[src/rtl/bank_guard_pkg.sv]
package bank_guard_pkg;

  typedef enum logic [2:0] {
    CMD_NOP = 3'd0,
    CMD_ACT = 3'd1,
    CMD_RD  = 3'd2,
    CMD_WR  = 3'd3,
    CMD_PRE = 3'd4
  } cmd_e;

  typedef enum logic [1:0] {
    BK_IDLE    = 2'd0,
    BK_OPENING = 2'd1,
    BK_OPEN    = 2'd2,
    BK_CLOSING = 2'd3
  } bank_st_e;

  // Cycles from a read with auto-precharge to the next legal activate.
  function automatic int rd_ap_span(int bl, int trp);
    return bl + trp;
  endfunction

  // Cycles from a write with auto-precharge to the next legal activate.
  function automatic int wr_ap_span(int bl, int twr, int trp);
    return bl + twr - 1 + trp;
  endfunction

  // Cycles from a plain write to the earliest legal precharge.
  function automatic int wr_rec_span(int bl, int twr);
    return bl - 1 + twr;
  endfunction

  function automatic int max2(int a, int b);
    return (a > b) ? a : b;
  endfunction

  // Counter width able to hold span-1 (at least one bit).
  function automatic int span_width(int span);
    return (span <= 2) ? 1 : $clog2(span);
  endfunction

endpackage

[src/rtl/bg_span_count.sv]
// Loadable down-counter; zero_o high once the loaded span has run out.
module bg_span_count #(
  parameter int W = 4
) (
  input  logic         clk,
  input  logic         rst_n,
  input  logic         load_i,
  input  logic [W-1:0] val_i,
  output logic         zero_o
);
  logic [W-1:0] cnt_q;

  always_ff @(posedge clk or negedge rst_n) begin
    if (!rst_n)            cnt_q <= '0;
    else if (load_i)       cnt_q <= val_i;
    else if (cnt_q != '0)  cnt_q <= cnt_q - 1'b1;
  end

  assign zero_o = (cnt_q == '0);
endmodule

[src/rtl/bg_bank_track.sv]
// Phase, row and timing windows of one bank.
module bg_bank_track
  import bank_guard_pkg::*;
#(
  parameter int ROW_W     = 13,
  parameter int CNT_W     = 4,
  parameter int T_RCD     = 3,
  parameter int T_RAS     = 6,
  parameter int T_RP      = 3,
  parameter int T_RC      = 9,
  parameter int T_WR      = 2,
  parameter int BURST_LEN = 4
) (
  input  logic             clk,
  input  logic             rst_n,
  input  logic             act_go_i,
  input  logic             rd_go_i,
  input  logic             wr_go_i,
  input  logic             ap_i,
  input  logic             pre_go_i,
  input  logic [ROW_W-1:0] row_i,
  output logic [1:0]       state_o,
  output logic [ROW_W-1:0] row_o,
  output logic             rw_ok_o,
  output logic             pre_ok_o,
  output logic             act_ready_o
);
  localparam logic [CNT_W-1:0] RCD_LD  = CNT_W'(T_RCD - 1);
  localparam logic [CNT_W-1:0] RAS_LD  = CNT_W'(T_RAS - 1);
  localparam logic [CNT_W-1:0] RP_LD   = CNT_W'(T_RP - 1);
  localparam logic [CNT_W-1:0] RC_LD   = CNT_W'(T_RC - 1);
  localparam logic [CNT_W-1:0] RDAP_LD = CNT_W'(rd_ap_span(BURST_LEN, T_RP) - 1);
  localparam logic [CNT_W-1:0] WRAP_LD = CNT_W'(wr_ap_span(BURST_LEN, T_WR, T_RP) - 1);
  localparam logic [CNT_W-1:0] WREC_LD = CNT_W'(wr_rec_span(BURST_LEN, T_WR) - 1);

  bank_st_e         state_q;
  logic [CNT_W-1:0] phase_q;
  logic [ROW_W-1:0] row_q;
  logic             close_now;
  logic [CNT_W-1:0] close_ld;
  logic             ras_done, rc_done, wrec_done;

  // Events that start a close: explicit precharge of an open bank, or a column access with auto-precharge.
  assign close_now = (pre_go_i && state_q == BK_OPEN) || ((rd_go_i || wr_go_i) && ap_i);

  always_comb begin
    if (pre_go_i)     close_ld = RP_LD;
    else if (rd_go_i) close_ld = RDAP_LD;
    else              close_ld = WRAP_LD;
  end

  always_ff @(posedge clk or negedge rst_n) begin
    if (!rst_n) begin
      state_q <= BK_IDLE;
      phase_q <= '0;
      row_q   <= '0;
    end else if (act_go_i) begin
      row_q   <= row_i;
      phase_q <= RCD_LD;
      state_q <= (RCD_LD == '0) ? BK_OPEN : BK_OPENING;
    end else if (close_now) begin
      phase_q <= close_ld;
      state_q <= (close_ld == '0) ? BK_IDLE : BK_CLOSING;
    end else if (phase_q != '0) begin
      phase_q <= phase_q - 1'b1;
      if (phase_q == CNT_W'(1))
        state_q <= (state_q == BK_OPENING) ? BK_OPEN : BK_IDLE;
    end
  end

  bg_span_count #(.W(CNT_W)) u_ras (
    .clk(clk), .rst_n(rst_n), .load_i(act_go_i), .val_i(RAS_LD), .zero_o(ras_done));

  bg_span_count #(.W(CNT_W)) u_rc (
    .clk(clk), .rst_n(rst_n), .load_i(act_go_i), .val_i(RC_LD), .zero_o(rc_done));

  bg_span_count #(.W(CNT_W)) u_wrec (
    .clk(clk), .rst_n(rst_n), .load_i(wr_go_i && !ap_i), .val_i(WREC_LD), .zero_o(wrec_done));

  assign state_o     = state_q;
  assign row_o       = row_q;
  assign rw_ok_o     = (state_q == BK_OPEN);
  assign pre_ok_o    = (state_q == BK_IDLE) || (state_q == BK_OPEN && ras_done && wrec_done);
  assign act_ready_o = (state_q == BK_IDLE) && rc_done;
endmodule

[src/rtl/bg_cmd_gate.sv]
// Judges the incoming command against the permissions and fans out per-bank strobes.
module bg_cmd_gate
  import bank_guard_pkg::*;
#(
  parameter int NB     = 4,
  parameter int BANK_W = 2
) (
  input  logic [2:0]        cmd_i,
  input  logic [BANK_W-1:0] bank_i,
  input  logic              a10_i,
  input  logic [NB-1:0]     act_ok_i,
  input  logic [NB-1:0]     rw_ok_i,
  input  logic [NB-1:0]     pre_ok_i,
  output logic [NB-1:0]     act_go_o,
  output logic [NB-1:0]     rd_go_o,
  output logic [NB-1:0]     wr_go_o,
  output logic [NB-1:0]     pre_go_o,
  output logic              bad_o
);
  logic [NB-1:0] sel;
  logic          legal;
  logic          known;

  always_comb begin
    sel         = '0;
    sel[bank_i] = 1'b1;
    known       = 1'b1;
    legal       = 1'b1;
    case (cmd_i)
      CMD_ACT:         legal = act_ok_i[bank_i];
      CMD_RD, CMD_WR:  legal = rw_ok_i[bank_i];
      CMD_PRE:         legal = a10_i ? (&pre_ok_i) : pre_ok_i[bank_i];
      default:         known = 1'b0;
    endcase
  end

  assign act_go_o = (cmd_i == CMD_ACT && legal) ? sel : '0;
  assign rd_go_o  = (cmd_i == CMD_RD  && legal) ? sel : '0;
  assign wr_go_o  = (cmd_i == CMD_WR  && legal) ? sel : '0;
  assign pre_go_o = (cmd_i == CMD_PRE && legal) ? (a10_i ? '1 : sel) : '0;
  assign bad_o    = known && !legal;
endmodule

[src/rtl/sdr_bank_guard.sv]
module sdr_bank_guard
  import bank_guard_pkg::*;
#(
  parameter int NB        = 4,
  parameter int ROW_W     = 13,
  parameter int T_RCD     = 3,
  parameter int T_RAS     = 6,
  parameter int T_RP      = 3,
  parameter int T_RC      = 9,
  parameter int T_RRD     = 2,
  parameter int T_WR      = 2,
  parameter int BURST_LEN = 4,
  localparam int BANK_W   = $clog2(NB)
) (
  input  logic                clk,
  input  logic                rst_n,
  input  logic [2:0]          cmd_i,
  input  logic [BANK_W-1:0]   bank_i,
  input  logic                a10_i,
  input  logic [ROW_W-1:0]    row_i,
  output logic [NB-1:0]       act_ok_o,
  output logic [NB-1:0]       rw_ok_o,
  output logic [NB-1:0]       pre_ok_o,
  output logic [2*NB-1:0]     bank_state_o,
  output logic [ROW_W*NB-1:0] open_row_o,
  output logic                illegal_o
);
  localparam int MAX_SPAN = max2(max2(max2(T_RC, T_RAS), max2(T_RRD, T_RCD)),
                                 max2(max2(rd_ap_span(BURST_LEN, T_RP),
                                           wr_ap_span(BURST_LEN, T_WR, T_RP)),
                                      wr_rec_span(BURST_LEN, T_WR)));
  localparam int CNT_W = span_width(MAX_SPAN);
  localparam logic [CNT_W-1:0] RRD_LD = CNT_W'(T_RRD - 1);

  // Named internal events, visible to the bound checker.
  logic [NB-1:0] act_go, rd_go, wr_go, pre_go;
  logic [NB-1:0] act_ready;
  logic          act_any;
  logic          cmd_bad;
  logic          rrd_done;
  logic          illegal_q;

  assign act_any = |act_go;

  bg_cmd_gate #(.NB(NB), .BANK_W(BANK_W)) u_gate (
    .cmd_i    (cmd_i),
    .bank_i   (bank_i),
    .a10_i    (a10_i),
    .act_ok_i (act_ok_o),
    .rw_ok_i  (rw_ok_o),
    .pre_ok_i (pre_ok_o),
    .act_go_o (act_go),
    .rd_go_o  (rd_go),
    .wr_go_o  (wr_go),
    .pre_go_o (pre_go),
    .bad_o    (cmd_bad)
  );

  // Cross-bank activate spacing.
  bg_span_count #(.W(CNT_W)) u_rrd (
    .clk(clk), .rst_n(rst_n), .load_i(act_any), .val_i(RRD_LD), .zero_o(rrd_done));

  for (genvar b = 0; b < NB; b++) begin : g_bank
    bg_bank_track #(
      .ROW_W(ROW_W), .CNT_W(CNT_W), .T_RCD(T_RCD), .T_RAS(T_RAS), .T_RP(T_RP),
      .T_RC(T_RC), .T_WR(T_WR), .BURST_LEN(BURST_LEN)
    ) u_bank (
      .clk         (clk),
      .rst_n       (rst_n),
      .act_go_i    (act_go[b]),
      .rd_go_i     (rd_go[b]),
      .wr_go_i     (wr_go[b]),
      .ap_i        (a10_i),
      .pre_go_i    (pre_go[b]),
      .row_i       (row_i),
      .state_o     (bank_state_o[2*b +: 2]),
      .row_o       (open_row_o[ROW_W*b +: ROW_W]),
      .rw_ok_o     (rw_ok_o[b]),
      .pre_ok_o    (pre_ok_o[b]),
      .act_ready_o (act_ready[b])
    );
  end

  assign act_ok_o = act_ready & {NB{rrd_done}};

  always_ff @(posedge clk or negedge rst_n) begin
    if (!rst_n) illegal_q <= 1'b0;
    else        illegal_q <= cmd_bad;
  end

  assign illegal_o = illegal_q;
endmodule

[config.mk]
export PLATFORM = sky130hd
export DESIGN_NAME = sdr_bank_guard
export DESIGN_NICKNAME = d
export VERILOG_FILES = /design/src/rtl/bank_guard_pkg.sv /design/src/rtl/bg_span_count.sv /design/src/rtl/bg_bank_track.sv /design/src/rtl/bg_cmd_gate.sv /design/src/rtl/sdr_bank_guard.sv
export SDC_FILE = /design/constraint.sdc
export NUM_CORES = 1
export LEC_CHECK = 0
export CAP_MARGIN = 30
export CORE_MARGIN = 1
export CORE_UTILIZATION = 40
export CTS_CLUSTER_SIZE = 28
export DETAILED_ROUTE_END_ITERATION = 8
export PLACE_DENSITY = 0.6
export SYNTH_ARGS = -nofsm -noshare
export SYNTH_HDL_FRONTEND = slang
export SYNTH_SLANG_ARGS = --single-unit
export TNS_END_PERCENT = 20
[constraint.sdc]
create_clock -name clk -period 3.7 [get_ports clk]
set_input_delay 0.925 -clock clk [delete_from_list [all_inputs] [get_ports clk]]
set_output_delay 0.925 -clock clk [all_outputs]
set_load 0.005 [all_outputs]
Yosys cells after proc, flatten, opt, wreduce, memory -nomap -nowiden. Cells that the tools add are included.

Register bits: 129. Bits in latches: 0. Bits in writable memories: 0. ROM bits: 0. Bits of input ports: 21. Output and inout bits: 73. Logic and storage cells: 259. Memories: 0.

Add/sub/neg operators: 17. Multipliers: 0. Div/mod/pow operators: 0. Order comparisons: 2. Equal/unequal tests: 16. Shifts and indexed selects: 0. Muxes and demuxes: 86. Bitwise gates (word level): 1. Reductions and logical operators: 111.

Operators with widths (count): $mux 4 (43); $logic_not 4->1 (17); $reduce_bool 4->1 (17); $sub 4x1->4 const B (17); $mux 2 (24); $logic_and 1x1->1 (30); $reduce_bool 2->1 (13); $reduce_bool 3->1 (8); $eq 4x1->1 const B (4); $logic_or 1x1->1 (12); $mux 3 (4); $mux 1 (10); $eq 2x1->1 const B (4); $eq 2x2->1 const B (4); $logic_not 2->1 (4); $reduce_and 2->1 (4); $reduce_or 4->1 (2); $bmux 1 s2 (3); $eq 3x2->1 const B (2); $and 4x4->4 (1); $reduce_and 4->1 (1); $eq 3x1->1 const B (1); $eq 3x3->1 const B (1); $lt 2x3->1 const B (1); 5 further kinds (6).

Longest topological paths before layout.
Depth after elaboration: 16. Gate-level depth with buffers: 11. Depth with buffers taken out: 9.

Modules after synthesis. From an unflattened synthesis, not the netlist that was laid out.

Cell total of the unflattened synthesis: 620. Area, all modules: 7019.2 sq um.

By module, submodules not included: bg_bank_track (times used 4, cells each 71, area an instance 905.9 sq um, sequential area each 475.5 sq um); bg_span_count (times used 13, cells each 22, area an instance 234.0 sq um, sequential area each 100.1 sq um); bg_cmd_gate (times used 1, cells each 42, area an instance 289.0 sq um, sequential area each 0.0 sq um); sdr_bank_guard (times used 1, cells each 8, area an instance 65.1 sq um, sequential area each 25.0 sq um).

Worst setup path after synthesis. Ideal clock, no wire load.

Kind: input port to flip-flop. Start point: input bank_i[1]. End point: register g_bank[3].u_bank.phase_q[0]. Library setup time: 0.120 ns. Arrival time: 2.757 ns. Required time: 3.580 ns. Setup slack: 0.823 ns. Stages: 8. Path buffers: 1. Cells stage by stage: buf_2 > nor2_1 > o22a_1 > a221oi_2 > a211o_2 > and4_1 > or4_1 > o211a_1.

Cells in the longest elaborated chain, start to end: 11. Elaborated cells between the ends (all ways): 31. Those cells by class: order compare: 2; mux: 19; reduce/logical: 10.

RTL lines: start: declaration (RTL line sdr_bank_guard.sv:18) `input logic [BANK_W-1:0] bank_i,`; $bmux 1 s2 (RTL line bg_cmd_gate.sv:32) `CMD_PRE: legal = a10_i ? (&pre_ok_i) : pre_ok_i[bank_i];`; $mux 1 (implied by the code) (RTL line bg_cmd_gate.sv:32); $mux 1 (RTL line bg_cmd_gate.sv:32); $pmux 1 s3 (RTL line bg_cmd_gate.sv:29) `case (cmd_i)`; $logic_and 1x1->1 (on tied branches) (RTL line bg_cmd_gate.sv:38, bg_cmd_gate.sv:39); $mux 4 (on tied branches) (RTL line bg_cmd_gate.sv:38, bg_cmd_gate.sv:39); $logic_or 1x1->1 (RTL line bg_bank_track.sv:44) `assign close_now = (pre_go_i && state_q == BK_OPEN) || ((rd_go_i || wr_go_i) && ap_i);`; $logic_and 1x1->1 (RTL line bg_bank_track.sv:44); $logic_or 1x1->1 (RTL line bg_bank_track.sv:44); $mux 4 (RTL line bg_bank_track.sv:61) `end else if (close_now) begin`; $mux 4 (RTL line bg_bank_track.sv:57) `end else if (act_go_i) begin`; end signal: assignment (RTL line bg_bank_track.sv:62) `phase_q <= close_ld;`; end signal: assignment (RTL line bg_bank_track.sv:65) `phase_q <= phase_q - 1'b1;`; end: declaration (RTL line bg_bank_track.sv:37) `logic [CNT_W-1:0] phase_q;`.

Several ways; a longest one is shown, not always the timed one. The select of a mux whose other input is x is not followed. A chain may end at the register's enable or synchronous reset.

Worst setup path in the final report.
Start point: register g_bank[0].u_bank.u_ras.cnt_q[0]. End point: output pre_ok_o[0].

Cells in the longest elaborated chain, start to end: 4.

RTL lines: start: declaration (RTL line bg_span_count.sv:11) `logic [W-1:0] cnt_q;`; start signal: assignment (RTL line bg_span_count.sv:15) `else if (load_i) cnt_q <= val_i;`; start signal: assignment (RTL line bg_span_count.sv:16) `else if (cnt_q != '0) cnt_q <= cnt_q - 1'b1;`; $logic_not 4->1 (RTL line bg_span_count.sv:19) `assign zero_o = (cnt_q == '0);`; $logic_and 1x1->1 (2 in a row) (RTL line bg_bank_track.sv:83) `assign pre_ok_o = (state_q == BK_IDLE) || (state_q == BK_OPEN && ras_done && wrec_done);`; $logic_or 1x1->1 (RTL line bg_bank_track.sv:83); end: declaration (RTL line sdr_bank_guard.sv:23) `output logic [NB-1:0] pre_ok_o,`.

Every way passes these cells.

==> results.yml <==
synth:
  synth_seq_area_share: 0.4897
  synth.distinct_cells: 56
  ys_warn_count: 0
  synthFlopType: "dfrtp_1"
  syn_area_per_cell_um2: 8.982
  syn_inst: 734
  synth_nets: 785
  synth_edf_count: 0
  synth_seq_cells: 129
  async_flop_share: 1.000
  syn_area_mm2: 0.006593
worst_setup_path:
  r2r_slack_ns: 0.60
  crit_end: "pre_ok_o[0]"
  critPathKind: "reg -> out"
  timing.rr.start: "g_bank[0].u_bank.u_ras.cnt_q[0]$_DFFE_PN0P_"
  crit_required_ns: 2.77
  crit_start: "g_bank[0].u_bank.u_ras.cnt_q[0]$_DFFE_PN0P_"
  worstPathMaxFanout: 5
  r2r-end: "g_bank[2].u_bank.phase_q[0]$_DFFE_PN0P_"
  worstSetupStartpointType: "register"
  rr_worst_depth: 9
  arrival_ns: 2.55
  end_kind: "output port"
die:
  die_area_mm2: 0.01700
  start_util: 0.4120
  coreArea_mm2: 0.01600
  die_w_um: 130.4
  pin_count: 94
  die_y_um: 130.4
  rows: 46
placement:
  dpl.hpwl_um: 12030
  dpl_cell_area_mm2: 0.007909
  routabilityCongestion: 0.8464
  place_ws_ns: 0.06052
  port_buffers: 93
run_status:
  status: "completed"
sta:
  grt_setup_unrepaired: "no"
  fin_crit_ns: 3.477
  worst_pin_slew_ns: 0.6649
  setup_tns_ns: 0
  hold_violations: 0
  fmax_mhz: 287.6
  relSlewSlack: 0.5558
  finalWorstSetupSlack_ns: 0.2232
  slew_viol_final: 0
  clock_skew_ns: 0.01062
  min_period_over_period: 0.9397
  finalSetupViolations: 0
detailed_routing:
  drtIter0Drc: 298
  drcViolationCount: 0
  dr.pass1.iters: 4
  vias: 5493
  drtAntennaViolNets: 0
  finalWirelength_um: 16990
  viasPerCell: 5.100
  post_drt_wl_per_cell_um: 15.77
job:
  max_cap_viol_count: 0
min_path:
  min_from: "g_bank[3].u_bank.row_o[10]$_DFFE_PN0P_"
  hold_path_class: "reg -> reg"
clock_network:
  cts_inserted_buffers: 17
  clk_latency_ns: 0.42
  clock_sinks: 129
  root_buffer: "clkbuf_16"
  path_clk_slew_ns: 0.06
  hold_buffers: 0
  cts_tree: "built"
  clockBufferDepth: 2
  cts_max_level: 4
global_route:
  antenna_found_initial: 0
  grt_pass1_vias: 5540
  grt_overflow: 0
  grt_usage: 0.2153
  grt_pass1_wl_um: 27800
  grt_max_degree: 62
final_layout:
  fillers: 1483
  design_area_mm2: 0.008462
  num_antenna_cells: 0
  areaGrowthSynthToFinish_pct: 28.35
  final_common_cell: "nand2_1"
  drive_above_1_share: 0.08711
  final_cell_mix: "nand2_1, dfrtp_1, clkdlybuf4s50_1, nor2_1, inv_1"
  design.final.nets: 900
power:
  fin_total_pwr_w: 0.006185
  power_density_mw_per_mm2: 730.9
  ir_worst_vdd_v: 0.0003893
  p_leak_nw: 4.151
[state kept, by name, indices dropped and copies added, names as in the netlist]
signal                      count
g_bank.u_bank.phase_q          16
g_bank.u_bank.row_o            52
g_bank.u_bank.state_o           8
g_bank.u_bank.u_ras.cnt_q      16
g_bank.u_bank.u_rc.cnt_q       16
g_bank.u_bank.u_wrec.cnt_q     16
illegal_o                       1
u_rrd.cnt_q                     4
[Yosys cell counts (all sizes together) (3+ instances only)]
library cell  count  share of area
nand2           187           0.11
dfrtp           129           0.49
nor2             62          0.035
inv              55          0.031
ha               30          0.057
a21oi            29          0.023
nor3             28          0.021
nor2b            17          0.016
clkbuf           15         0.0085
o21ai            15          0.011
xnor2            15          0.020
nor3b            14          0.016
nand3            13         0.0099
buf              12          0.013
or3              11          0.010
a211o            10          0.013
a211oi            7         0.0087
mux2i             7          0.011
and3              6         0.0057
and4              6         0.0080
a21o              5         0.0057
nand2b            5         0.0047
a221oi            4         0.0063
and2              4         0.0040
nand4             4         0.0038
nor4b             4         0.0053
o21a              4         0.0046
nor4              3         0.0038
o211a             3         0.0046
o22a              3         0.0040
or3b              3         0.0040
or4               3         0.0034
xor2              3         0.0040
[worst min path at each step]
stage | end | slack, ns | cells after the start
final | g_bank[3].u_bank.row_o[10]$_DFFE_PN0P_ | 0.46 | 2
after global routing | g_bank[3].u_bank.row_o[10]$_DFFE_PN0P_ | 0.49 | 2
after CTS | g_bank[3].u_bank.row_o[5]$_DFFE_PN0P_ | 0.47 | 2
after detailed placement | g_bank[3].u_bank.row_o[10]$_DFFE_PN0P_ | 0.46 | 2
after global placement | g_bank[1].u_bank.row_o[9]$_DFFE_PN0P_ | 0.45 | 2
after floorplan | g_bank[0].u_bank.row_o[0]$_DFFE_PN0P_ | 0.46 | 2
[logic make-up after synthesis]
family,synth area share
AOI/OAI and AO/OA,0.09831
xor gates and xnor gates,0.02391
and+or+nand+nor,0.2604
buffers and inverters,0.05276
adders and majority gates,0.05694
DFF,0.4897
muxes,0.01803
[critical path, stage by stage (launching register included)]
cell and delay, ns:
dfrtp_1 0.38, inv_1 0.12, ha_1 0.20, nor3b_1 0.53, nand2_1 0.10, a21oi_1 0.26, clkdlybuf4s50_1 0.55
[through the flow]
| stage | instances | hold slack, ns | util |
|---|---|---|---|
| after floorplan | 734 | 0.4628 | - |
| after global placement | 1046 | 0.4502 | 0.4943 |
| after detailed placement | 1046 | 0.4553 | 0.4943 |
| after CTS | 1077 | 0.4688 | 0.5285 |
| after global routing | 1077 | 0.4924 | 0.5289 |
| final | 1077 | 0.4620 | 0.5289 |
[power by group]
part           switching (W)  internal [W]  total, W  leakage (nW)
logic                0.00119       0.00117   0.00236          2.23
registers           0.000405       0.00187   0.00228          1.66
clock network       0.000636      0.000908   0.00154         0.265
total                0.00223       0.00395   0.00618          4.15
[area by class of cell]
type,instances,area [µm²],share of cell area
Timing Repair Buffer,123,1166,0.1378
Inverter,55,206.4,0.02440
Clock inverter,11,81.33,0.009611
Tap cell,216,270.3,0.03194
Multi-Input combinational cell,523,3043,0.3596
Clock buffer,20,466.7,0.05515
Sequential cell,129,3228,0.3815
[metal layers]
metal	vias to the layer above	global-route usage	share of wire
li1	2670	-	-
met2	125	0.3670	0.49
met1	2679	0.2702	0.45
met3	19	0.05375	0.048
met4	0	0.06423	0.015
met5	-	0	0
[repair_timing]
item | 4_1_cts | 5_1_grt
setup buffers | 0 | 0
gates resized for setup | 0 | 1
endpoints found under the hold margin | 0 | 0
setup endpoints to repair | 0 | 1
Note: power is estimated with default switching activity, not from simulation.
